[src/rtl/ea_eval_pkg.sv]
`timescale 1ns/1ps
package ea_eval_pkg;

  typedef enum logic [3:0] {
    M_DREG   = 4'd0,
    M_AREG   = 4'd1,
    M_AIND   = 4'd2,
    M_APOST  = 4'd3,
    M_APRE   = 4'd4,
    M_ADISP  = 4'd5,
    M_AIDX   = 4'd6,
    M_PCDISP = 4'd7,
    M_PCIDX  = 4'd8
  } eaMode_e;

  typedef enum logic [1:0] {
    DISP_NONE  = 2'd0,
    DISP_WIDE  = 2'd1,
    DISP_SHORT = 2'd2
  } dispSel_e;

  // Strobes from control to datapath
  typedef struct packed {
    logic     valid;
    logic     takeData;
    logic     takeAddr;
    logic     basePc;
    logic     addIndex;
    logic     idxFromAddr;
    dispSel_e dispSel;
    logic     postInc;
    logic     preDec;
  } eaCtrl_t;

endpackage

[src/rtl/ea_eval_ctrl.sv]
`timescale 1ns/1ps
module ea_eval_ctrl
  import ea_eval_pkg::*;
(
  input  logic       clk,
  input  logic       rstN,
  input  logic       reqValid,
  input  logic [3:0] reqMode,
  input  logic       reqIdxIsAddr,
  output eaCtrl_t    ctrl
);

  always_comb begin
    ctrl = '0;
    ctrl.dispSel = DISP_NONE;
    if (reqValid) begin
      case (reqMode)
        M_DREG:   begin ctrl.valid = 1'b1; ctrl.takeData = 1'b1; end
        M_AREG:   begin ctrl.valid = 1'b1; ctrl.takeAddr = 1'b1; end
        M_AIND:   begin ctrl.valid = 1'b1; end
        M_APOST:  begin ctrl.valid = 1'b1; ctrl.postInc = 1'b1; end
        M_APRE:   begin ctrl.valid = 1'b1; ctrl.preDec = 1'b1; end
        M_ADISP:  begin ctrl.valid = 1'b1; ctrl.dispSel = DISP_WIDE; end
        M_AIDX: begin
          ctrl.valid    = 1'b1;
          ctrl.addIndex = 1'b1;
          ctrl.dispSel  = DISP_SHORT;
        end
        M_PCDISP: begin
          ctrl.valid   = 1'b1;
          ctrl.basePc  = 1'b1;
          ctrl.dispSel = DISP_WIDE;
        end
        M_PCIDX: begin
          ctrl.valid       = 1'b1;
          ctrl.basePc      = 1'b1;
          ctrl.addIndex    = 1'b1;
          ctrl.idxFromAddr = reqIdxIsAddr;
          ctrl.dispSel     = DISP_SHORT;
        end
        default: ;
      endcase
    end
  end


  side_effect_mode_chk: assert property (@(posedge clk) disable iff (!rstN)
    (ctrl.postInc || ctrl.preDec) |-> (ctrl.valid && !ctrl.basePc && !ctrl.addIndex
                                       && !ctrl.takeData && !ctrl.takeAddr));


  strobe_excl_chk: assert property (@(posedge clk) disable iff (!rstN)
    $onehot0({ctrl.takeData, ctrl.takeAddr, ctrl.postInc, ctrl.preDec, ctrl.basePc}));

endmodule

[src/rtl/ea_eval_datapath.sv]
`timescale 1ns/1ps
module ea_eval_datapath
  import ea_eval_pkg::*;
#(
  parameter int DATA_W   = 32,
  parameter int NUM_REGS = 8,
  parameter int DISP_W   = 16,
  parameter int SHORT_W  = 8,
  localparam int REG_IDX_W = $clog2(NUM_REGS)
) (
  input  logic                 clk,
  input  logic                 rstN,
  input  eaCtrl_t              ctrl,
  input  logic [REG_IDX_W-1:0] regNum,
  input  logic [REG_IDX_W-1:0] idxNum,
  input  logic [DISP_W-1:0]    disp,
  input  logic [1:0]           size,
  input  logic [DATA_W-1:0]    pc,
  input  logic                 loadEn,
  input  logic                 loadToAddr,
  input  logic [REG_IDX_W-1:0] loadNum,
  input  logic [DATA_W-1:0]    loadData,
  output logic                 resValid,
  output logic                 resIsAddr,
  output logic [DATA_W-1:0]    resValue,
  output logic                 wbValid,
  output logic [REG_IDX_W-1:0] wbReg,
  output logic [DATA_W-1:0]    wbData
);

  localparam int STACK_REG = NUM_REGS - 1;

  logic [DATA_W-1:0] aRegs [NUM_REGS];
  logic [DATA_W-1:0] dRegs [NUM_REGS];

  logic [DATA_W-1:0] aSel, dSel, idxVal, dispVal, baseVal, sumVal;
  logic [DATA_W-1:0] stepVal, newAddr, resultVal;
  logic              autoMod, wbPost;

  always_comb begin
    aSel   = aRegs[regNum];
    dSel   = dRegs[regNum];
    idxVal = ctrl.idxFromAddr ? aRegs[idxNum] : dRegs[idxNum];
    case (ctrl.dispSel)
      DISP_WIDE:  dispVal = {{(DATA_W-DISP_W){disp[DISP_W-1]}}, disp};
      DISP_SHORT: dispVal = {{(DATA_W-SHORT_W){disp[SHORT_W-1]}}, disp[SHORT_W-1:0]};
      default:    dispVal = '0;
    endcase
    baseVal = ctrl.basePc ? pc : aSel;
    sumVal  = baseVal + (ctrl.addIndex ? idxVal : '0) + dispVal;
  end

  always_comb begin
    case (size)
      2'd0:    stepVal = (regNum == REG_IDX_W'(STACK_REG)) ? DATA_W'(2) : DATA_W'(1);
      2'd1:    stepVal = DATA_W'(2);
      default: stepVal = DATA_W'(4);
    endcase
    newAddr = ctrl.preDec ? (aSel - stepVal) : (aSel + stepVal);
    autoMod = ctrl.postInc || ctrl.preDec;
    if (ctrl.takeData)      resultVal = dSel;
    else if (ctrl.takeAddr) resultVal = aSel;
    else if (ctrl.preDec)   resultVal = newAddr;
    else                    resultVal = sumVal;
  end

  // Register file: a load overrides an auto-modify update of the same register
  always_ff @(posedge clk or negedge rstN) begin
    if (!rstN) begin
      for (int i = 0; i < NUM_REGS; i++) begin
        aRegs[i] <= '0;
        dRegs[i] <= '0;
      end
    end else begin
      for (int i = 0; i < NUM_REGS; i++) begin
        if (loadEn && loadToAddr && loadNum == REG_IDX_W'(i))
          aRegs[i] <= loadData;
        else if (autoMod && regNum == REG_IDX_W'(i))
          aRegs[i] <= newAddr;
        if (loadEn && !loadToAddr && loadNum == REG_IDX_W'(i))
          dRegs[i] <= loadData;
      end
    end
  end

  always_ff @(posedge clk or negedge rstN) begin
    if (!rstN) begin
      resValid  <= 1'b0;
      resIsAddr <= 1'b0;
      resValue  <= '0;
      wbValid   <= 1'b0;
      wbReg     <= '0;
      wbData    <= '0;
      wbPost    <= 1'b0;
    end else begin
      resValid  <= ctrl.valid;
      resIsAddr <= ctrl.valid && !ctrl.takeData && !ctrl.takeAddr;
      resValue  <= ctrl.valid ? resultVal : '0;
      wbValid   <= autoMod;
      wbReg     <= autoMod ? regNum : '0;
      wbData    <= autoMod ? newAddr : '0;
      wbPost    <= ctrl.postInc;
    end
  end


  wb_needs_addr_chk: assert property (@(posedge clk) disable iff (!rstN)
    wbValid |-> (resValid && resIsAddr));


  post_step_chk: assert property (@(posedge clk) disable iff (!rstN)
    (wbValid && wbPost) |-> ((wbData - resValue) == DATA_W'(1) ||
                             (wbData - resValue) == DATA_W'(2) ||
                             (wbData - resValue) == DATA_W'(4)));


  pre_ea_match_chk: assert property (@(posedge clk) disable iff (!rstN)
    (wbValid && !wbPost) |-> (resValue == wbData));


  stack_min_step_chk: assert property (@(posedge clk) disable iff (!rstN)
    (wbValid && wbPost && wbReg == REG_IDX_W'(STACK_REG)) |-> ((wbData - resValue) != DATA_W'(1)));


  idle_zero_chk: assert property (@(posedge clk) disable iff (!rstN)
    !resValid |-> (resValue == '0 && !wbValid && !resIsAddr));

endmodule

[src/rtl/ea_eval.sv]
`timescale 1ns/1ps
module ea_eval
  import ea_eval_pkg::*;
#(
  parameter int DATA_W   = 32,
  parameter int NUM_REGS = 8,
  parameter int DISP_W   = 16,
  parameter int SHORT_W  = 8,
  localparam int REG_IDX_W = $clog2(NUM_REGS)
) (
  input  logic                 clk,
  input  logic                 rstN,
  input  logic                 reqValid,
  input  logic [3:0]           reqMode,
  input  logic [REG_IDX_W-1:0] reqReg,
  input  logic [REG_IDX_W-1:0] reqIdxReg,
  input  logic                 reqIdxIsAddr,
  input  logic [DISP_W-1:0]    reqDisp,
  input  logic [1:0]           reqSize,
  input  logic [DATA_W-1:0]    reqPc,
  input  logic                 loadEn,
  input  logic                 loadToAddr,
  input  logic [REG_IDX_W-1:0] loadReg,
  input  logic [DATA_W-1:0]    loadData,
  output logic                 resValid,
  output logic                 resIsAddr,
  output logic [DATA_W-1:0]    resValue,
  output logic                 wbValid,
  output logic [REG_IDX_W-1:0] wbReg,
  output logic [DATA_W-1:0]    wbData
);

  eaCtrl_t ctrl;

  ea_eval_ctrl u_ctrl (
    .clk          (clk),
    .rstN         (rstN),
    .reqValid     (reqValid),
    .reqMode      (reqMode),
    .reqIdxIsAddr (reqIdxIsAddr),
    .ctrl         (ctrl)
  );

  ea_eval_datapath #(
    .DATA_W   (DATA_W),
    .NUM_REGS (NUM_REGS),
    .DISP_W   (DISP_W),
    .SHORT_W  (SHORT_W)
  ) u_dp (
    .clk        (clk),
    .rstN       (rstN),
    .ctrl       (ctrl),
    .regNum     (reqReg),
    .idxNum     (reqIdxReg),
    .disp       (reqDisp),
    .size       (reqSize),
    .pc         (reqPc),
    .loadEn     (loadEn),
    .loadToAddr (loadToAddr),
    .loadNum    (loadReg),
    .loadData   (loadData),
    .resValid   (resValid),
    .resIsAddr  (resIsAddr),
    .resValue   (resValue),
    .wbValid    (wbValid),
    .wbReg      (wbReg),
    .wbData     (wbData)
  );

endmodule

[config.mk]
export PLATFORM = sky130hd
export DESIGN_NAME = ea_eval
export DESIGN_NICKNAME = d
export VERILOG_FILES = /design/src/rtl/ea_eval_pkg.sv /design/src/rtl/ea_eval_ctrl.sv /design/src/rtl/ea_eval_datapath.sv /design/src/rtl/ea_eval.sv
export SDC_FILE = /design/constraint.sdc
export NUM_CORES = 1
export LEC_CHECK = 0
export BUFFER_PORTS_ARGS = -buffer_cell sky130_fd_sc_hd__buf_4
export CORE_MARGIN = 4
export CORE_UTILIZATION = 57
export DETAILED_ROUTE_END_ITERATION = 7
export GPL_TIMING_DRIVEN = 0
export PLACE_DENSITY = 0.78
export SYNTH_ARGS = -nofsm -noshare
export SYNTH_HDL_FRONTEND = slang
export SYNTH_SLANG_ARGS = --single-unit
[constraint.sdc]
create_clock -name clk -period 4.99 [get_ports clk]
set_input_delay 0.2495 -clock clk [delete_from_list [all_inputs] [get_ports clk]]
set_output_delay 0.2495 -clock clk [all_outputs]
set_load 0.01 [all_outputs]
Word level (Yosys, flattened, before mapping)
Index checks and enable logic that the tools add are counted.
{ "totals": {"register_bits": 582, "input_bits": 101, "out_inout_bits": 70, "word_cells": 154} }
{ "op_classes": {"addsub": 4, "n_lt_le_gt_ge": 2, "n_eq_ne": 25, "mux": 51, "bitwise_logic": 2, "reduce_logical": 48} }
{ "ops": {"columns": ["operator", "count"], "rows": [
  ["$mux W32", 33],
  ["$bmux W32 S3", 4],
  ["$pmux W32 S2", 2],
  ["$add A32 B32 Y32", 3],
  ["$sub A32 B32 Y32", 1],
  ["$logic_and A1 B1 Y1", 28],
  ["$eq A3 B3 Y1 const B", 8],
  ["$eq A4 B3 Y1 const B", 4],
  ["$reduce_bool A2 Y1", 8],
  ["$eq A3 B2 Y1 const B", 4],
  ["$mux W10", 1],
  ["$reduce_or A9 Y1", 1],
  ["$eq A4 B2 Y1 const B", 2],
  ["$ge A4 B4 Y1 const B", 2],
  ["$mux W1", 8],
  ["$not A3 Y4", 2],
  ["$eq A3 B1 Y1 const B", 2],
  ["$logic_not A3 Y1", 2],
  ["$reduce_or A2 Y1", 3],
  ["$eq A2 B1 Y1 const B", 2],
  ["$eq A4 B1 Y1 const B", 1],
  ["$eq A4 B4 Y1 const B", 1],
  ["$logic_not A4 Y1", 1],
  ["$pmux W2 S2", 1],
  ["6 further kinds", 8]
]} }

Longest topological paths before layout
Gate-level depths: netlist of the first run.
{ "depth": {"word_depth": 12, "mapped_depth": 24, "depth_no_buf": 21} }

By module
Synthesis of the first run repeated with hierarchy kept, for this count alone.
{ "hier_totals": {"hier_cells": 3491, "hier_area_um2": 36866.6} }
{ "by_module_without_submodules": {"columns": ["module", "instances", "cells_per_inst", "area_per_inst_um2", "seq_area_each_um2"], "rows": [
  ["ea_eval_datapath", 1, 3469, 36716.5, 14564.0],
  ["ea_eval_ctrl", 1, 22, 150.1, 0.0]
]} }

Worst setup path after synthesis of the first run
OpenSTA, ideal clock, no wires.
{ "synth_timing": {"path_kind": "input port to flip-flop", "from": "in reqMode[2]", "to": "reg u_dp.resValue[25]", "setup_ns": 0.083, "arrival_ns": 5.102, "required_time_ns": 4.907, "setup_slack_ns": -0.195, "cell_stages": 23, "n_path_buf": 3, "cell_sequence": "clkbuf_1 nor2_1 a22oi_1 nor3b_1 clkbuf_1 inv_1 ha_1 clkbuf_1 nor2_1 nand2_1 fa_1 inv_1 ha_1 fa_1 a21oi_1 o211ai_1 nand3_1 a21oi_1 nand2b_1 a311oi_1 xnor2_1 o221ai_1 o22ai_1"} }
{ "synth_between": {"elab_chain_len": 11} }
{ "synth_lines": {"columns": ["element", "line", "rtl"], "rows": [
  ["from (decl)", "ea_eval.sv:14", "input logic [3:0] reqMode,"],
  ["$eq A4 B3 Y1 or $eq A4 B4 Y1 (tied branches)", "ea_eval_ctrl.sv:17", "case (reqMode)"],
  ["$reduce_or A2 Y1 (no source line) or $mux W1 (tied branches)", null, null],
  ["$mux W1, or another cell as far along", "ea_eval_ctrl.sv:17", null],
  ["$mux W10 *", "ea_eval_ctrl.sv:16", "if (reqValid) begin"],
  ["$mux W32, or another cell as far along", "ea_eval_datapath.sv:49", "baseVal = ctrl.basePc ? pc : aSel;"],
  ["$add A32 B32 Y32 or $pmux W32 S2 (tied branches)", "ea_eval_datapath.sv:50, ea_eval_datapath.sv:44", null],
  ["$add A32 B32 Y32", "ea_eval_datapath.sv:50", "sumVal = baseVal + (ctrl.addIndex ? idxVal : '0) + dispVal;"],
  ["$mux W32", "ea_eval_datapath.sv:63", "else if (ctrl.preDec) resultVal = newAddr;"],
  ["$mux W32", "ea_eval_datapath.sv:62", "else if (ctrl.takeAddr) resultVal = aSel;"],
  ["$mux W32", "ea_eval_datapath.sv:61", "if (ctrl.takeData) resultVal = dSel;"],
  ["$mux W32 *", "ea_eval_datapath.sv:98", "resValue <= ctrl.valid ? resultVal : '0;"],
  ["to (signal assigned)", "ea_eval_datapath.sv:98", null],
  ["to (decl)", "ea_eval_datapath.sv:25", "output logic [DATA_W-1:0] resValue,"]
]} }
Mark *: on every way between the ends. The rest lies on a longest branch, timed or not.
A chain may end at the register's enable or synchronous reset.

Worst setup path after layout of the first run
{ "layout_timing": {"from": "in reqReg[2]", "to": "reg u_dp.resValue[25]"} }
{ "layout_between": {"elab_chain_len": 11} }
{ "layout_lines": {"columns": ["element", "line", "rtl"], "rows": [
  ["from (decl)", "ea_eval.sv:15", "input logic [REG_IDX_W-1:0] reqReg,"],
  ["$not A3 Y4 (implied by the code)", "ea_eval_datapath.sv:41, ea_eval_datapath.sv:42", null],
  ["$bmux W32 S3", "ea_eval_datapath.sv:41", "aSel = aRegs[regNum];"],
  ["$mux W32 (implied by the code) (2 in a row)", "ea_eval_datapath.sv:41", null],
  ["$mux W32", "ea_eval_datapath.sv:49", null],
  ["$add A32 B32 Y32 (2 in a row)", "ea_eval_datapath.sv:50", null],
  ["$mux W32", "ea_eval_datapath.sv:63", null],
  ["$mux W32", "ea_eval_datapath.sv:62", null],
  ["$mux W32 *", "ea_eval_datapath.sv:61", null],
  ["$mux W32 *", "ea_eval_datapath.sv:98", null]
]} }
Mark *: on every way between the ends. The rest lies on a longest branch, timed or not. The select of a mux whose other input is x is not followed.

==> qor.csv, run 1 <==
stage,metric,value,unit
status,outcome,finished with violations,
status,violations,setup timing,
routing,dr.first_iter.drc_count,5359,
synth,syn_inst,3346,
floorplanning,die-width,262,um
synth,async_reset_ff_share,100,%
worst_setup_path,arrival,5.53,ns
clock_tree,cts_tree,done,
grt,antenna_found_initial,17,
floorplanning,std_cell_rows,92,
layout,area_growth,15.7,%
grt,grt_pass1_vias,32600,
synth,ys_ff_latch,582,
floorplanning,io_pins,171,
pwr,p_leak,18.2,nW
clock_tree,h-tree-depth,3,
worst_hold_path,hp-start,reqMode[3],
synth,synth_area_leaders,"dfrtp_1 40%, mux4_2 18%, mux2_2 8.7%, nand2_1 4.0%, a21oi_1 3.4%",
synth,synth_top_area_share,39.8,%
clock_tree,cts_inserted_buffers,67,
synth,synthesis.nets,3543,
synth,synth_edf_count,0,
timing,setup_viol,1,
timing,period_minus_slack,5.03,ns
worst_setup_path,r2r_end,u_dp.resValue[25],
routing,viasPerCell,7.32,
routing,drcViolationCount,0,
worst_setup_path,r2r-start,u_dp.aRegs[161],
pwr,ir_worst_vdd,260,uV
worst_setup_path,cp-start-kind,input port,
synth,netlist.top_cell.by_area,dfrtp_1,
floorplanning,initial_utilization,57.9,%
job,maxCapViolations,0,
timing,drv_slew,0,
grt,grt_pass1_wl,213000,um
worst_hold_path,min_to,u_dp.wbReg[1],
layout,final_cell_mix,"582 x dfrtp_1, 394 x nand2_1, 288 x mux4_2, 283 x mux2_2, 246 x nor2_1",
grt,overflow,0,
synth,yosys_warnings,0,
synth,synthFlopType,dfrtp_1,
floorplanning,coreArea,63300,um2
routing,drt.antenna.violating_nets,0,
worst_hold_path,min_path_cells,3,
layout,drive_gt1_share,28.0,%
worst_setup_path,required,5.49,ns
place,place.detailed.hpwl,107000,um
pwr,finalPower,18.2,mW
pwr,powerDensity,429,nW/um2
clock_tree,cts_sinks,582,
timing,fin_ws,-0.0431,ns
timing,min_period_over_period,101,%
clock_tree,root_buffer,clkbuf_16,
routing,firstDrtPassIters,7,
timing,worst_pin_slew,1.42,ns
layout,layout.nets,3820,
worst_setup_path,cp_max_fo,10,
worst_setup_path,crit_type,input port to flip-flop,
timing,max-slew-margin-rel,4.97,%
clock_tree,clk_latency,0.63,ns
timing,finalSetupTns,-0.0431,ns
timing,skew,0.0386,ns
worst_hold_path,min-delay-path-class,input port to flip-flop,
grt,grt_usage,43.1,%
timing,max_freq,0.199,GHz
place,place_congestion,1.06,
floorplanning,die_area,68400,um2
worst_setup_path,worst_setup_path_end_kind,flip-flop,
floorplanning,die_h,262,um
synth,syn-cell-area,36600,um2
synth,ys_types,90,
layout,fillerInstances,4719,
worst_setup_path,regToRegSetupSlack,0.17,ns
layout,final_common_cell,dfrtp_1,
synth,synth.avg_cell_area,10.9,um2
routing,wl_per_cell,32.8,um
routing,via_count,33100,
synth,seq_area_frac_synth,39.8,%
routing,wl,148000,um
worst_setup_path,r2r_cells,17,
place,io_buffers,164,
clock_tree,clockBufferDepth,3,
clock_tree,clk_pin_slew_worst_paths,0.07,ns
grt,grt_max_degree,110,
timing,finalHoldViolCount,0,
[state kept, by name, summed over array words and instances, names as in the netlist]
register	flops
u_dp.resValid	1
u_dp.dRegs	256
u_dp.aRegs	256
u_dp.wbData	32
u_dp.wbReg	3
u_dp.resIsAddr	1
u_dp.wbValid	1
u_dp.resValue	32
[report_power, final]
part	internal, mW	switching, mW	leakage [nW]
logic	2.68	3.42	9.87
clock network	3.19	2.17	1.15
registers	5.80	0.915	7.23
total	11.7	6.51	18.2
[routing by layer]
metal | part of all wire (%) | routed length (um) | global-route usage, %
met1 | 32 | 48100 | 51.4
met2 | 42 | 61900 | 61.4
met3 | 17 | 24700 | 20.3
met4 | 9.0 | 13400 | 30.7
met5 | 0.18 | 260 | 1.07
[final cells by class]
type / count / area (um2) / area share, %
multi-input combinational: 2391 / 20900 / 49.4
antenna: 6 / 15.0 / 0.0354
clock buffer: 88 / 1880 / 4.43
sequential: 582 / 14600 / 34.4
clock inverter: 32 / 440 / 1.04
timing repair buffer: 214 / 1870 / 4.42
buffer: 269 / 1260 / 2.97
inverter: 98 / 368 / 0.868
tap: 846 / 1060 / 2.50
[through the flow]
| stage | instance area (um2) | hold slack [ns] | cells | util (%) | setup slack [ns] |
|---|---|---|---|---|---|
| after floorplan | 36600 | -0.0461 | 3346 | - | -0.0336 |
| after global placement | 38900 | 0.500 | 4356 | 61.5 | -2.80 |
| after detailed placement | 39100 | 0.208 | 4364 | 61.8 | -2.04 |
| after CTS | 42200 | 0.0482 | 4520 | 66.6 | 0.0246 |
| after global routing | 42400 | 0.118 | 4521 | 66.9 | -0.0483 |
| final | 42400 | 0.0578 | 4526 | 66.9 | -0.0431 |
[synthesized netlist by cell type, types with 47 or more instances]
cell and instances:
nand2_1 394, clkbuf_1 197, mux4_2 288, o21ai_0 216
a21oi_1 250, a31oi_1 47, nand3_1 73, ha_1 63
o21a_1 56, mux2i_1 69, mux2_2 283, nor2_1 248
dfrtp_1 582, inv_1 96
[worst max path at each step]
stage	from	endpoint	slack, ns	cells past startpoint
2_1_floorplan	reqMode[2]	u_dp.resValue[25]	-0.03	23
3_3_place_gp	rstN	u_dp.dRegs[217]	-2.80	1
3_5_place_dp	reqReg[1]	u_dp.resValue[21]	-2.04	17
4_1_cts	reqReg[2]	u_dp.resValue[25]	0.02	17
5_1_grt	reqReg[2]	u_dp.resValue[25]	-0.05	17
6_report	reqReg[2]	u_dp.resValue[25]	-0.04	17
[worst max-delay path, cell delays in order]
cell and delay (ns):
clkbuf_1 0.20, buf_2 0.45, clkbuf_4 0.45, clkdlybuf4s15_2 0.53, a31oi_1 0.27, a21oi_1 0.32
inv_1 0.08, ha_1 0.28, nor2b_1 0.15, o31a_1 0.30, a41oi_2 0.33, a211o_1 0.43
nand3_2 0.26, a31oi_1 0.44, xnor2_4 0.31, o221ai_1 0.18, o22ai_1 0.26
[repair_timing]
action,in CTS,in global routing
setup buffers,6,3
setup endpoints to repair,290,155
resized for setup,90,58
hold buffers,33,0
endpoints found under the hold margin,243,0
pin swaps,5,2
[cells by family (layout without fill, tap and decap cells)]
| family | count (synthesis) | after routing | synth area share, % |
|---|---|---|---|
| AOI/OAI and AO/OA | 775 | 775 | 12.9 |
| xor gates and xnor gates | 48 | 48 | 1.33 |
| adders and majority gates | 96 | 96 | 3.96 |
| buffers and inverters | 373 | 701 | 4.06 |
| DFF | 582 | 582 | 39.8 |
| muxes | 640 | 640 | 28.3 |
| other | 0 | 6 | 0 |
| and+or+nand+nor | 832 | 832 | 9.70 |
No activity file was read; power rests on OpenSTA's default activity.
==> run 2, diff against run 1 <==
CORE_UTILIZATION = 35   (was 57)
PLACE_DENSITY = 0.53   (was 0.78)
==> qor.csv, run 2 (synthesis gave the netlist of run 1 again) <==
stage,metric,value,unit
clock_tree,cts_tree,done,
place,io_buffers,164,
routing,viasPerCell,6.19,
routing,dr.first_iter.drc_count,3957,
worst_setup_path,regToRegSetupSlack,0.21,ns
clock_tree,cts_sinks,582,
routing,drt.antenna.violating_nets,0,
layout,drive_gt1_share,28.2,%
pwr,pwr-share-comb,33.9,%
worst_setup_path,r2r_end,u_dp.resValue[25],
pwr,p_sw,6.64,mW
timing,fin_ws,0.0137,ns
clock_tree,h-tree-depth,3,
worst_setup_path,cp_max_fo,11,
worst_hold_path,min_path_cells,3,
timing,finalHoldViolCount,0,
floorplanning,std_cell_rows,118,
place,place.detailed.hpwl,123000,um
grt,overflow,0,
worst_hold_path,hp-start,reqMode[3],
layout,design_area,43100,um2
grt,grt_pass1_vias,30400,
grt,grt_pass1_wl,232000,um
timing,worst_pin_slew,1.49,ns
worst_setup_path,slowest_delay,0.77,ns
clock_tree,cts_inserted_buffers,75,
worst_setup_path,r2r_cells,15,
layout,fin_util,41.5,%
layout,layout.nets,3825,
worst_hold_path,min_to,u_dp.wbReg[0],
clock_tree,clockBufferDepth,3,
layout,final_common_cell,dfrtp_1,
floorplanning,die-width,332,um
place,dpl_worst_slack,-2.25,ns
timing,finalSetupTns,0,ns
worst_setup_path,arrival,5.50,ns
routing,firstDrtPassIters,6,
worst_setup_path,r2r-start,u_dp.aRegs[236],
pwr,p_leak,18.3,nW
pwr,power_frac_seq,36.4,%
timing,skew,0.0353,ns
layout,reg_top3,"u_dp.aRegs x256, u_dp.dRegs x256",
job,maxCapViolations,1,
floorplanning,die_area,110000,um2
worst_setup_path,crit_slowest_cell,buf_1,
pwr,switching_share,36.4,%
layout,fillerInstances,9980,
grt,antenna_found_initial,13,
floorplanning,coreArea,104000,um2
clock_tree,clk_pin_slew_worst_paths,0.06,ns
worst_setup_path,crit_start,reqIdxReg[1],
worst_setup_path,required,5.52,ns
timing,max_freq,0.201,GHz
worst_setup_path,crit_path_cell_trace,buf_4 > buf_1 > mux4_2 > mux4_2 > nand2_1 > fa_1 > inv_1 > ha_1 > and3_1 > and3_1 > a21oi_2 > a21oi_4 > nand2b_1 > a311oi_2 > xnor2_2 > o221ai_1 > o22ai_1,
clock_tree,clk_latency,0.66,ns
timing,hold_ws,0.0777,ns
timing,min_period_over_period,99.7,%
pwr,ir_worst_vdd,235,uV
pwr,powerDensity,423,nW/um2
floorplanning,io_pins,171,
floorplanning,initial_utilization,35.3,%
timing,max-slew-margin-rel,0.644,%
routing,drcViolationCount,0,
pwr,p_int,11.6,mW
place,place_congestion,0.983,
grt,grt_max_degree,111,
routing,via_count,31400,
timing,period_minus_slack,4.98,ns
clock_tree,root_buffer,clkbuf_16,
layout,multi_input_area,21000,um2
status,violations,capacitance limit,
routing,wl_per_cell,32.6,um
timing,drv_slew,0,
worst_setup_path,cp-start-kind,input port,
grt,grt_usage,29.3,%
routing,wl,165000,um
worst_setup_path,worst_setup_path_end_kind,flip-flop,
layout,area_growth,17.7,%
layout,ff_latch_area,14600,um2
floorplanning,die_h,332,um
pwr,clockPowerShare,29.8,%
layout,final_cell_mix,"582 x dfrtp_1, 393 x nand2_1, 288 x mux4_2, 283 x mux2_2, 246 x a21oi_1",
worst_setup_path,crit_type,input port to flip-flop,
place,dpl_cell_area,39900,um2
worst_hold_path,min-delay-path-class,input port to flip-flop,
timing,setup_viol,0,
status,outcome,finished with violations,
## run 2: metrics by stage
| stage | power [mW] | std cells |
|---|---|---|
| 6_report | 18.2 | 5061 |
| 3_3_place_gp | 12.3 | 4890 |
| 5_1_grt | 18.9 | 5058 |
| 2_1_floorplan | 10.0 | 3346 |
| 3_5_place_dp | 12.5 | 4899 |
| 4_1_cts | 18.0 | 5058 |
## run 2: metal layers
metal | up-vias | part of all wire [%] | global-route usage (%)
met4 | 18 | 5.3 | 13.1
met5 | - | 0.10 | 0.434
met3 | 374 | 12 | 9.08
met2 | 1916 | 44 | 43.9
li1 | 12900 | - | -
met1 | 16200 | 39 | 39.0
## run 2: area by class of cell
| cell class | count | share of cell area (%) |
|---|---|---|
| clock inverters | 28 | 0.618 |
| inverters | 98 | 0.853 |
| diodes | 4 | 0.0232 |
| well taps | 1380 | 4.00 |
| repair buffers | 211 | 4.20 |
| clock buffers | 98 | 4.81 |
| flip-flops and latches | 582 | 33.8 |
| multi-input cells | 2391 | 48.7 |
| plain buffers | 269 | 3.01 |
## run 2: power groups by stage
| stage | clock network [mW] | logic [mW] | registers [mW] |
|---|---|---|---|
| 6_report | 5.43 | 6.18 | 6.63 |
| 5_1_grt | 5.67 | 6.48 | 6.74 |
| 4_1_cts | 5.47 | 5.92 | 6.58 |
| 3_5_place_dp | 0 | 5.83 | 6.65 |
| 3_3_place_gp | 0 | 5.70 | 6.61 |
| 2_1_floorplan | 0 | 3.65 | 6.39 |
## run 2: worst max-delay path by stage
stage,end,slack (ns),cells past startpoint
2_1_floorplan,u_dp.resValue[25],-0.03,23
3_3_place_gp,u_dp.wbData[4],-3.39,1
3_5_place_dp,u_dp.resValue[25],-2.25,24
4_1_cts,u_dp.resValue[30],-0.01,24
5_1_grt,u_dp.resValue[25],-0.009,17
6_report,u_dp.resValue[25],0.01,17
## run 2: critical path: cells and delay by family
family | cells | cell delay (ns)
AND/OR/NAND/NOR | 4 | 0.89
buffers and inverters | 3 | 1.09
AO/OA/AOI/OAI | 5 | 1.28
XOR/XNOR | 1 | 0.17
adder cells (fa/ha/maj) | 2 | 0.74
multiplexers | 2 | 1.04
## run 2: what timing repair did
action / CTS / global route
hold endpoints to repair: 288 / 0
setup endpoints to repair: 293 / 77
hold buffers: 33 / 0
resized for setup: 106 / 72
setup buffers: 4 / 1
pin swaps: 3 / 7
